**src/rtl/dma_irq_pkg.sv**
```systemverilog
package dma_irq_pkg;

    localparam int unsigned NUM_CLS = 5;
    localparam int unsigned ADDR_W  = 5;

    typedef enum logic [2:0] {
        CLS_XFER  = 3'd0,
        CLS_BLOCK = 3'd1,
        CLS_SRC   = 3'd2,
        CLS_DST   = 3'd3,
        CLS_ERR   = 3'd4
    } ev_class_e;

    typedef enum logic [2:0] {
        GRP_RAW,
        GRP_STAT,
        GRP_MASK,
        GRP_CLR,
        GRP_SUMM,
        GRP_CHEN,
        GRP_CFG,
        GRP_NONE
    } reg_grp_e;

    typedef struct packed {
        reg_grp_e   grp;
        logic [2:0] cls;
    } reg_sel_t;

    localparam logic [2:0] SUMM_SLOT = 3'd5;
    localparam logic [2:0] CHEN_SLOT = 3'd6;
    localparam logic [2:0] CFG_SLOT  = 3'd7;

    function automatic reg_sel_t decode_addr(logic [ADDR_W-1:0] a);
        reg_sel_t s;
        logic     in_cls;
        s.cls  = a[2:0];
        in_cls = (32'(a[2:0]) < NUM_CLS);
        s.grp  = GRP_NONE;
        unique case (a[4:3])
            2'd0: s.grp = in_cls ? GRP_RAW  : GRP_NONE;
            2'd1: s.grp = in_cls ? GRP_STAT : GRP_NONE;
            2'd2: s.grp = in_cls ? GRP_MASK : GRP_NONE;
            default: begin
                if (in_cls)                 s.grp = GRP_CLR;
                else if (a[2:0] == SUMM_SLOT) s.grp = GRP_SUMM;
                else if (a[2:0] == CHEN_SLOT) s.grp = GRP_CHEN;
                else                          s.grp = GRP_CFG;
            end
        endcase
        return s;
    endfunction

endpackage

```
**src/rtl/dma_irq_wrdec.sv**
```systemverilog
module dma_irq_wrdec
    import dma_irq_pkg::*;
#(
    parameter int unsigned NUM_CH = 8
) (
    input  logic                              wr_en,
    input  logic [ADDR_W-1:0]                 wr_addr,
    input  logic [2*NUM_CH-1:0]               wr_data,
    output logic [NUM_CLS-1:0][NUM_CH-1:0]    clr_bits,
    output logic [NUM_CLS-1:0]                mask_we,
    output logic                              chen_we,
    output logic                              cfg_we,
    output logic [NUM_CH-1:0]                 lane_en,
    output logic [NUM_CH-1:0]                 lane_val
);
    reg_sel_t sel;

    always_comb sel = decode_addr(wr_addr);

    assign lane_en  = wr_data[2*NUM_CH-1:NUM_CH];
    assign lane_val = wr_data[NUM_CH-1:0];
    assign chen_we  = wr_en && (sel.grp == GRP_CHEN);
    assign cfg_we   = wr_en && (sel.grp == GRP_CFG);

    for (genvar c = 0; c < NUM_CLS; c++) begin : g_cls_dec
        logic hit;
        assign hit         = (sel.cls == 3'(c));
        assign mask_we[c]  = wr_en && (sel.grp == GRP_MASK) && hit;
        assign clr_bits[c] = (wr_en && (sel.grp == GRP_CLR) && hit) ? lane_val : '0;
    end

endmodule

```
**src/rtl/dma_irq_class.sv**
```systemverilog
module dma_irq_class #(
    parameter int unsigned NUM_CH = 8
) (
    input  logic              clk,
    input  logic              rst,
    input  logic [NUM_CH-1:0] ev,
    input  logic [NUM_CH-1:0] clr,
    input  logic              mask_we,
    input  logic [NUM_CH-1:0] lane_en,
    input  logic [NUM_CH-1:0] lane_val,
    output logic [NUM_CH-1:0] raw,
    output logic [NUM_CH-1:0] mask,
    output logic [NUM_CH-1:0] status,
    output logic              any
);
    logic [NUM_CH-1:0] raw_nxt;
    logic [NUM_CH-1:0] mask_nxt;

    // event wins over a same-cycle acknowledge
    always_comb raw_nxt  = (raw & ~clr) | ev;
    always_comb mask_nxt = (mask & ~lane_en) | (lane_val & lane_en);

    always_ff @(posedge clk) begin
        if (rst) begin
            raw  <= '0;
            mask <= '0;
        end else begin
            raw <= raw_nxt;
            if (mask_we) mask <= mask_nxt;
        end
    end

    assign status = raw & mask;
    assign any    = |status;

    p_event_sets_raw_r1: assert property (@(posedge clk) disable iff (rst)
        (ev != '0) |=> ((raw & $past(ev)) == $past(ev)));

    p_clear_wins_r3: assert property (@(posedge clk) disable iff (rst)
        (clr != '0) |=> ((raw & $past(clr & ~ev)) == '0));

    p_event_beats_clear_r4: assert property (@(posedge clk) disable iff (rst)
        ((clr & ev) != '0) |=> ((raw & $past(clr & ev)) == $past(clr & ev)));

    p_raw_quiet_r10: assert property (@(posedge clk) disable iff (rst)
        ((clr == '0) && (ev == '0)) |=> $stable(raw));

    p_mask_lanes_r6: assert property (@(posedge clk) disable iff (rst)
        mask_we |=> (((mask ^ $past(mask)) & ~$past(lane_en)) == '0));

    p_mask_hold_r10: assert property (@(posedge clk) disable iff (rst)
        !mask_we |=> $stable(mask));

endmodule

```
**src/rtl/dma_irq_ctrl.sv**
```systemverilog
module dma_irq_ctrl #(
    parameter int unsigned NUM_CH = 8
) (
    input  logic              clk,
    input  logic              rst,
    input  logic              chen_we,
    input  logic              cfg_we,
    input  logic [NUM_CH-1:0] lane_en,
    input  logic [NUM_CH-1:0] lane_val,
    output logic [NUM_CH-1:0] chen,
    output logic              dma_en
);
    always_ff @(posedge clk) begin
        if (rst) begin
            chen   <= '0;
            dma_en <= 1'b0;
        end else begin
            if (chen_we) chen   <= (chen & ~lane_en) | (lane_val & lane_en);
            if (cfg_we)  dma_en <= lane_val[0];
        end
    end

    p_chen_lanes_r7: assert property (@(posedge clk) disable iff (rst)
        chen_we |=> (((chen ^ $past(chen)) & ~$past(lane_en)) == '0));

    p_chen_hold_r7: assert property (@(posedge clk) disable iff (rst)
        !chen_we |=> $stable(chen));

    p_enable_hold_r8: assert property (@(posedge clk) disable iff (rst)
        !cfg_we |=> $stable(dma_en));

endmodule

```
**src/rtl/dma_irq_rdmux.sv**
```systemverilog
module dma_irq_rdmux
    import dma_irq_pkg::*;
#(
    parameter int unsigned NUM_CH = 8
) (
    input  logic [ADDR_W-1:0]              rd_addr,
    input  logic [NUM_CLS-1:0][NUM_CH-1:0] raw,
    input  logic [NUM_CLS-1:0][NUM_CH-1:0] mask,
    input  logic [NUM_CLS-1:0][NUM_CH-1:0] status,
    input  logic [NUM_CLS-1:0]             summary,
    input  logic [NUM_CH-1:0]              chen,
    input  logic                           dma_en,
    output logic [2*NUM_CH-1:0]            rd_data
);
    localparam int unsigned DATA_W = 2 * NUM_CH;

    reg_sel_t              sel;
    logic [NUM_CLS-1:0][NUM_CH-1:0] pick_raw;
    logic [NUM_CLS-1:0][NUM_CH-1:0] pick_stat;
    logic [NUM_CLS-1:0][NUM_CH-1:0] pick_mask;
    logic [NUM_CH-1:0]     raw_sel;
    logic [NUM_CH-1:0]     stat_sel;
    logic [NUM_CH-1:0]     mask_sel;

    always_comb sel = decode_addr(rd_addr);

    for (genvar c = 0; c < NUM_CLS; c++) begin : g_pick
        logic hit;
        assign hit          = (sel.cls == 3'(c));
        assign pick_raw[c]  = hit ? raw[c]    : '0;
        assign pick_stat[c] = hit ? status[c] : '0;
        assign pick_mask[c] = hit ? mask[c]   : '0;
    end

    always_comb begin
        raw_sel  = '0;
        stat_sel = '0;
        mask_sel = '0;
        for (int c = 0; c < NUM_CLS; c++) begin
            raw_sel  |= pick_raw[c];
            stat_sel |= pick_stat[c];
            mask_sel |= pick_mask[c];
        end
    end

    always_comb begin
        rd_data = '0;
        unique case (sel.grp)
            GRP_RAW:  rd_data = DATA_W'(raw_sel);
            GRP_STAT: rd_data = DATA_W'(stat_sel);
            GRP_MASK: rd_data = DATA_W'(mask_sel);
            GRP_SUMM: rd_data = DATA_W'(summary);
            GRP_CHEN: rd_data = DATA_W'(chen);
            GRP_CFG:  rd_data = DATA_W'(dma_en);
            default:  rd_data = '0;
        endcase
    end

endmodule

```
**src/rtl/dma_irq_bank.sv**
```systemverilog
module dma_irq_bank
    import dma_irq_pkg::*;
#(
    parameter int unsigned NUM_CH = 8
) (
    input  logic                        clk,
    input  logic                        rst,
    input  logic [NUM_CLS*NUM_CH-1:0]   ev_in,
    input  logic                        wr_en,
    input  logic [ADDR_W-1:0]           wr_addr,
    input  logic [2*NUM_CH-1:0]         wr_data,
    input  logic [ADDR_W-1:0]           rd_addr,
    output logic [2*NUM_CH-1:0]         rd_data,
    output logic                        irq,
    output logic [NUM_CH-1:0]           ch_en_o,
    output logic                        dma_en_o
);
    logic [NUM_CLS-1:0][NUM_CH-1:0] clr_bits;
    logic [NUM_CLS-1:0][NUM_CH-1:0] raw_a;
    logic [NUM_CLS-1:0][NUM_CH-1:0] mask_a;
    logic [NUM_CLS-1:0][NUM_CH-1:0] stat_a;
    logic [NUM_CLS-1:0]             mask_we;
    logic [NUM_CLS-1:0]             summary;
    logic                           chen_we;
    logic                           cfg_we;
    logic [NUM_CH-1:0]              lane_en;
    logic [NUM_CH-1:0]              lane_val;

    dma_irq_wrdec #(.NUM_CH(NUM_CH)) u_wrdec (
        .wr_en    (wr_en),
        .wr_addr  (wr_addr),
        .wr_data  (wr_data),
        .clr_bits (clr_bits),
        .mask_we  (mask_we),
        .chen_we  (chen_we),
        .cfg_we   (cfg_we),
        .lane_en  (lane_en),
        .lane_val (lane_val)
    );

    for (genvar c = 0; c < NUM_CLS; c++) begin : g_class
        dma_irq_class #(.NUM_CH(NUM_CH)) u_class (
            .clk      (clk),
            .rst      (rst),
            .ev       (ev_in[c*NUM_CH +: NUM_CH]),
            .clr      (clr_bits[c]),
            .mask_we  (mask_we[c]),
            .lane_en  (lane_en),
            .lane_val (lane_val),
            .raw      (raw_a[c]),
            .mask     (mask_a[c]),
            .status   (stat_a[c]),
            .any      (summary[c])
        );
    end

    dma_irq_ctrl #(.NUM_CH(NUM_CH)) u_ctrl (
        .clk      (clk),
        .rst      (rst),
        .chen_we  (chen_we),
        .cfg_we   (cfg_we),
        .lane_en  (lane_en),
        .lane_val (lane_val),
        .chen     (ch_en_o),
        .dma_en   (dma_en_o)
    );

    dma_irq_rdmux #(.NUM_CH(NUM_CH)) u_rdmux (
        .rd_addr  (rd_addr),
        .raw      (raw_a),
        .mask     (mask_a),
        .status   (stat_a),
        .summary  (summary),
        .chen     (ch_en_o),
        .dma_en   (dma_en_o),
        .rd_data  (rd_data)
    );

    assign irq = dma_en_o && (summary != '0);

    p_irq_gated_r8: assert property (@(posedge clk) disable iff (rst)
        !dma_en_o |-> !irq);

    p_irq_needs_status_r2: assert property (@(posedge clk) disable iff (rst)
        irq |-> ((raw_a & mask_a) != '0));

    p_chen_keeps_raw_r7: assert property (@(posedge clk) disable iff (rst)
        (chen_we && (clr_bits == '0) && (ev_in == '0)) |=> $stable(raw_a));

endmodule

```
**config.mk**
```make
export PLATFORM = sky130hd
export DESIGN_NAME = dma_irq_bank
export DESIGN_NICKNAME = d
export VERILOG_FILES = /design/src/rtl/dma_irq_pkg.sv /design/src/rtl/dma_irq_wrdec.sv /design/src/rtl/dma_irq_class.sv /design/src/rtl/dma_irq_ctrl.sv /design/src/rtl/dma_irq_rdmux.sv /design/src/rtl/dma_irq_bank.sv
export SDC_FILE = /design/constraint.sdc
export NUM_CORES = 1
export LEC_CHECK = 0
export ABC_CLOCK_PERIOD_IN_PS = 4150
export BUFFER_PORTS_ARGS = -buffer_cell sky130_fd_sc_hd__buf_2
export CAP_MARGIN = 30
export CELL_PAD_IN_SITES_DETAIL_PLACEMENT = 0
export CELL_PAD_IN_SITES_GLOBAL_PLACEMENT = 1
export CORE_AREA = 5 5 90 154
export CTS_CLUSTER_SIZE = 16
export DETAILED_ROUTE_END_ITERATION = 8
export DIE_AREA = 0 0 95 159
export PLACE_DENSITY_LB_ADDON = 0.05
export SLEW_MARGIN = 10
export SYNTH_ARGS = -nofsm -noshare
export SYNTH_HDL_FRONTEND = slang
export SYNTH_SLANG_ARGS = --single-unit
```
**constraint.sdc**
```tcl
create_clock -name clk -period 4.15 [get_ports clk]
set_input_delay 0.415 -clock clk [delete_from_list [all_inputs] [get_ports clk]]
set_output_delay 0.415 -clock clk [all_outputs]
set_load 0.01 [all_outputs]
```
==> flow_summary.toml <==
[run_status]
outcome = "finished, final reports clean"

[critical_path]
cpPeakStageDelay_ns = 0.70
path_cells = "buf_2 -> nor3b_2 -> buf_6 -> nand3_1 -> o21ai_1 -> o31a_1 -> or4_1 -> buf_2"
cp_data_arrival_time_ns = 2.75
cp_common_cell = "buf_2"
cp_slowest_cell = "buf_2"
required_ns = 3.73
worst_setup_path_start_kind = "primary input"
path_max_fanout = 37
end_kind = "primary output"
crit_type = "primary input to primary output"

[logic_synthesis]
synth_top_area_cell = "dfxtp_1"
synth-seq-area-share_pct = 36.89
synth_edf_count = 0
synth_area_leaders = "dfxtp_1 37%, mux2i_1 11%, nand2_1 10%"
synth_fa_ha_area_share_pct = 0
synth_cell_type_count = 54
syn-cell-area_sq_um = 4830
synthFlopType = "dfxtp_1"
synth_commonest_cells = "131 x nand2_1, 106 x nor2_1, 89 x dfxtp_1, 55 x mux2i_1, 47 x a21oi_1"
synth.most_common_cell = "nand2_1"
yosysTopAreaCellShare_pct = 36.89
synth_top_family_by_area = "simple AND/OR/NAND/NOR gates"
synth_xor_area_share_pct = 0
synthSimpleGateAreaFrac_pct = 26.42
syn_area_per_cell_sq_um = 7.917
muxShareOfSynthArea_pct = 17.23
synth_seq_cells = 89
syn_inst = 610
async_flop_share_pct = 0
synth_compound_gate_area_share_pct = 15.03
yosysWarnings = 0

[placement]
dpl.hpwl_microns = 14720
port-buffer-count = 86
dp_slack_ns = 1.030
gp_congestion = 0.9743

[power]
p_seq_share_pct = 47.3
swShare_pct = 26.83
p_sw_mw = 0.5209
total_power_mw = 1.941
p_leak_nw = 2.448
clock_power_share_pct = 42.3
comb_power_share_pct = 10.4
intPower_mw = 1.420
power_density_nw_per_um2 = 342.1
vdd_drop_max_v = 0.0001672

[sta]
worst_pin_slew_ns = 0.9656
hold_viol_final = 0
setup_ws_ns = 0.9876
final-setup-viol-count = 0
period_share_pct = 76.20
fmax_mhz = 316.2
fin_crit_ns = 3.162
finalMaxSlewViolations = 0
grt_setup_unrepaired = "no"
worst_clock_skew_ns = 0
finalSetupTns_ns = 0
max-slew-margin-rel_pct = 35.28

[route]
wl_microns = 18790
drtAntennaViolNets = 0
vias = 4880
avgRoutedWirePerCell_microns = 21.98
drt-pass1-iter-count = 6
via_per_inst = 5.708
drt_iter0_markers = 254
drc_errors = 0

[clock_network]
postCtsResizedCells = 0
clk_latency_ns = 0.34
cts_buffers = 9
cts_tree = "yes"
cts_root_buffer = "clkbuf_16"
cts_buffer_depth = 2
ctsHoldBuffers = 0
clk_pin_slew_ns = 0.07
cts_max_level = 3
clock_sinks = 89
postCtsSetupBuffers = 0

[flow_run]
cap_violations = 0

[cells_and_area]
multi_input_area_sq_um = 2874
diodes = 0
register_area_sq_um = 1782
drive_gt1_share_pct = 20.09
fillCellCount = 1369
final_nets = 751
area_growth_pct = 17.51

[grt]
grt_pass1_vias = 4851
antenna_found_initial = 0
grt_max_degree = 50
grt_remaining_overflow = 0
grt_pass1_wl_microns = 28250
grtUsageTotal_pct = 25.27

[floorplanning]
coreArea_sq_um = 12430
initial_core_util_pct = 38.85
rows = 54
die_area_sq_um = 15110
ios = 95
die_h_microns = 159
die_w_microns = 95

[hold_path]
hp-class = "primary input to flip-flop"
==> final cells by class <==
cell class / instances / share of cell area [%]
multi-input combinational: 487 / 50.64
sequential: 89 / 31.39
clock inverter: 4 / 0.5952
inverter: 1 / 0.06614
timing repair buffer: 94 / 8.907
clock buffer: 12 / 4.696
tap: 168 / 3.704
==> worst max-delay path, delay by kind of cell <==
family | cells | cell delay [ns]
buf+inv | 3 | 1.10
simple gates | 3 | 0.89
compound gates | 2 | 0.32
==> stage by stage <==
stage          cell area (sq um)  hold slack, ns  std cells  utilization (%)
2_1_floorplan               4856          0.4680        617                -
3_3_place_gp                5315          0.4870        833            42.75
3_5_place_dp                5375          0.4971        839            43.24
4_1_cts                     5675          0.2679        855            45.65
5_1_grt                     5675          0.2709        855            45.65
6_report                    5675          0.2716        855            45.65
==> power groups by stage <==
stage               Combinational (mW)  Clock [mW]  Sequential [mW]
global route                     0.222       0.874            0.921
CTS                              0.200       0.841            0.918
floorplan                        0.127           0            0.921
finish                           0.201       0.821            0.919
detailed placement               0.200           0            0.938
global placement                 0.196           0            0.938
==> cells by family after synthesis <==
kind of cell           after synthesis
AOI/OAI and AO/OA                  114
buffers and inverters               41
DFF                                 89
muxes                               70
other                                1
and+or+nand+nor                    295
==> metal layers <==
metal,track usage [%],part of all wire (%),up-vias
met4,15.90,6.8,0
met2,44.59,52,222
met3,3.404,4.9,64
li1,-,-,2271
met5,0,0,-
met1,27.54,36,2323
==> final timing paths <==
path | start | to | slack, ns | cells past startpoint
max | rd_addr[0] | rd_data[3] | 0.99 | 8
min | ev_in[10] | g_class[1].u_class.raw[2]$_SDFF_PP0_ | 0.27 | 3
max reg2reg | flip-flop | flip-flop | 3.39 | 2
min reg2reg | flip-flop | flip-flop | 0.51 | 2
==> placed cells by master, fill, tap and decap left out, drive strengths merged, types with 2 or more instances in the layout <==
master   count
nand2      131
nor2       108
buf         94
dfxtp       89
mux2i       55
a21oi       47
a22oi       17
nand3       15
clkbuf      12
o21ai       12
o22ai       11
mux4        10
nand4        8
conb         8
nor3         8
nand3b       5
mux2         5
nor2b        3
nand2b       3
o22a         3
and3         3
a31oi        3
a32oi        3
inv          3
o221ai       2
a2bb2oi      2
and3b        2
a211o        2
a22o         2
nor3b        2
or3b         2
Note: power is estimated with default switching activity, not from simulation.
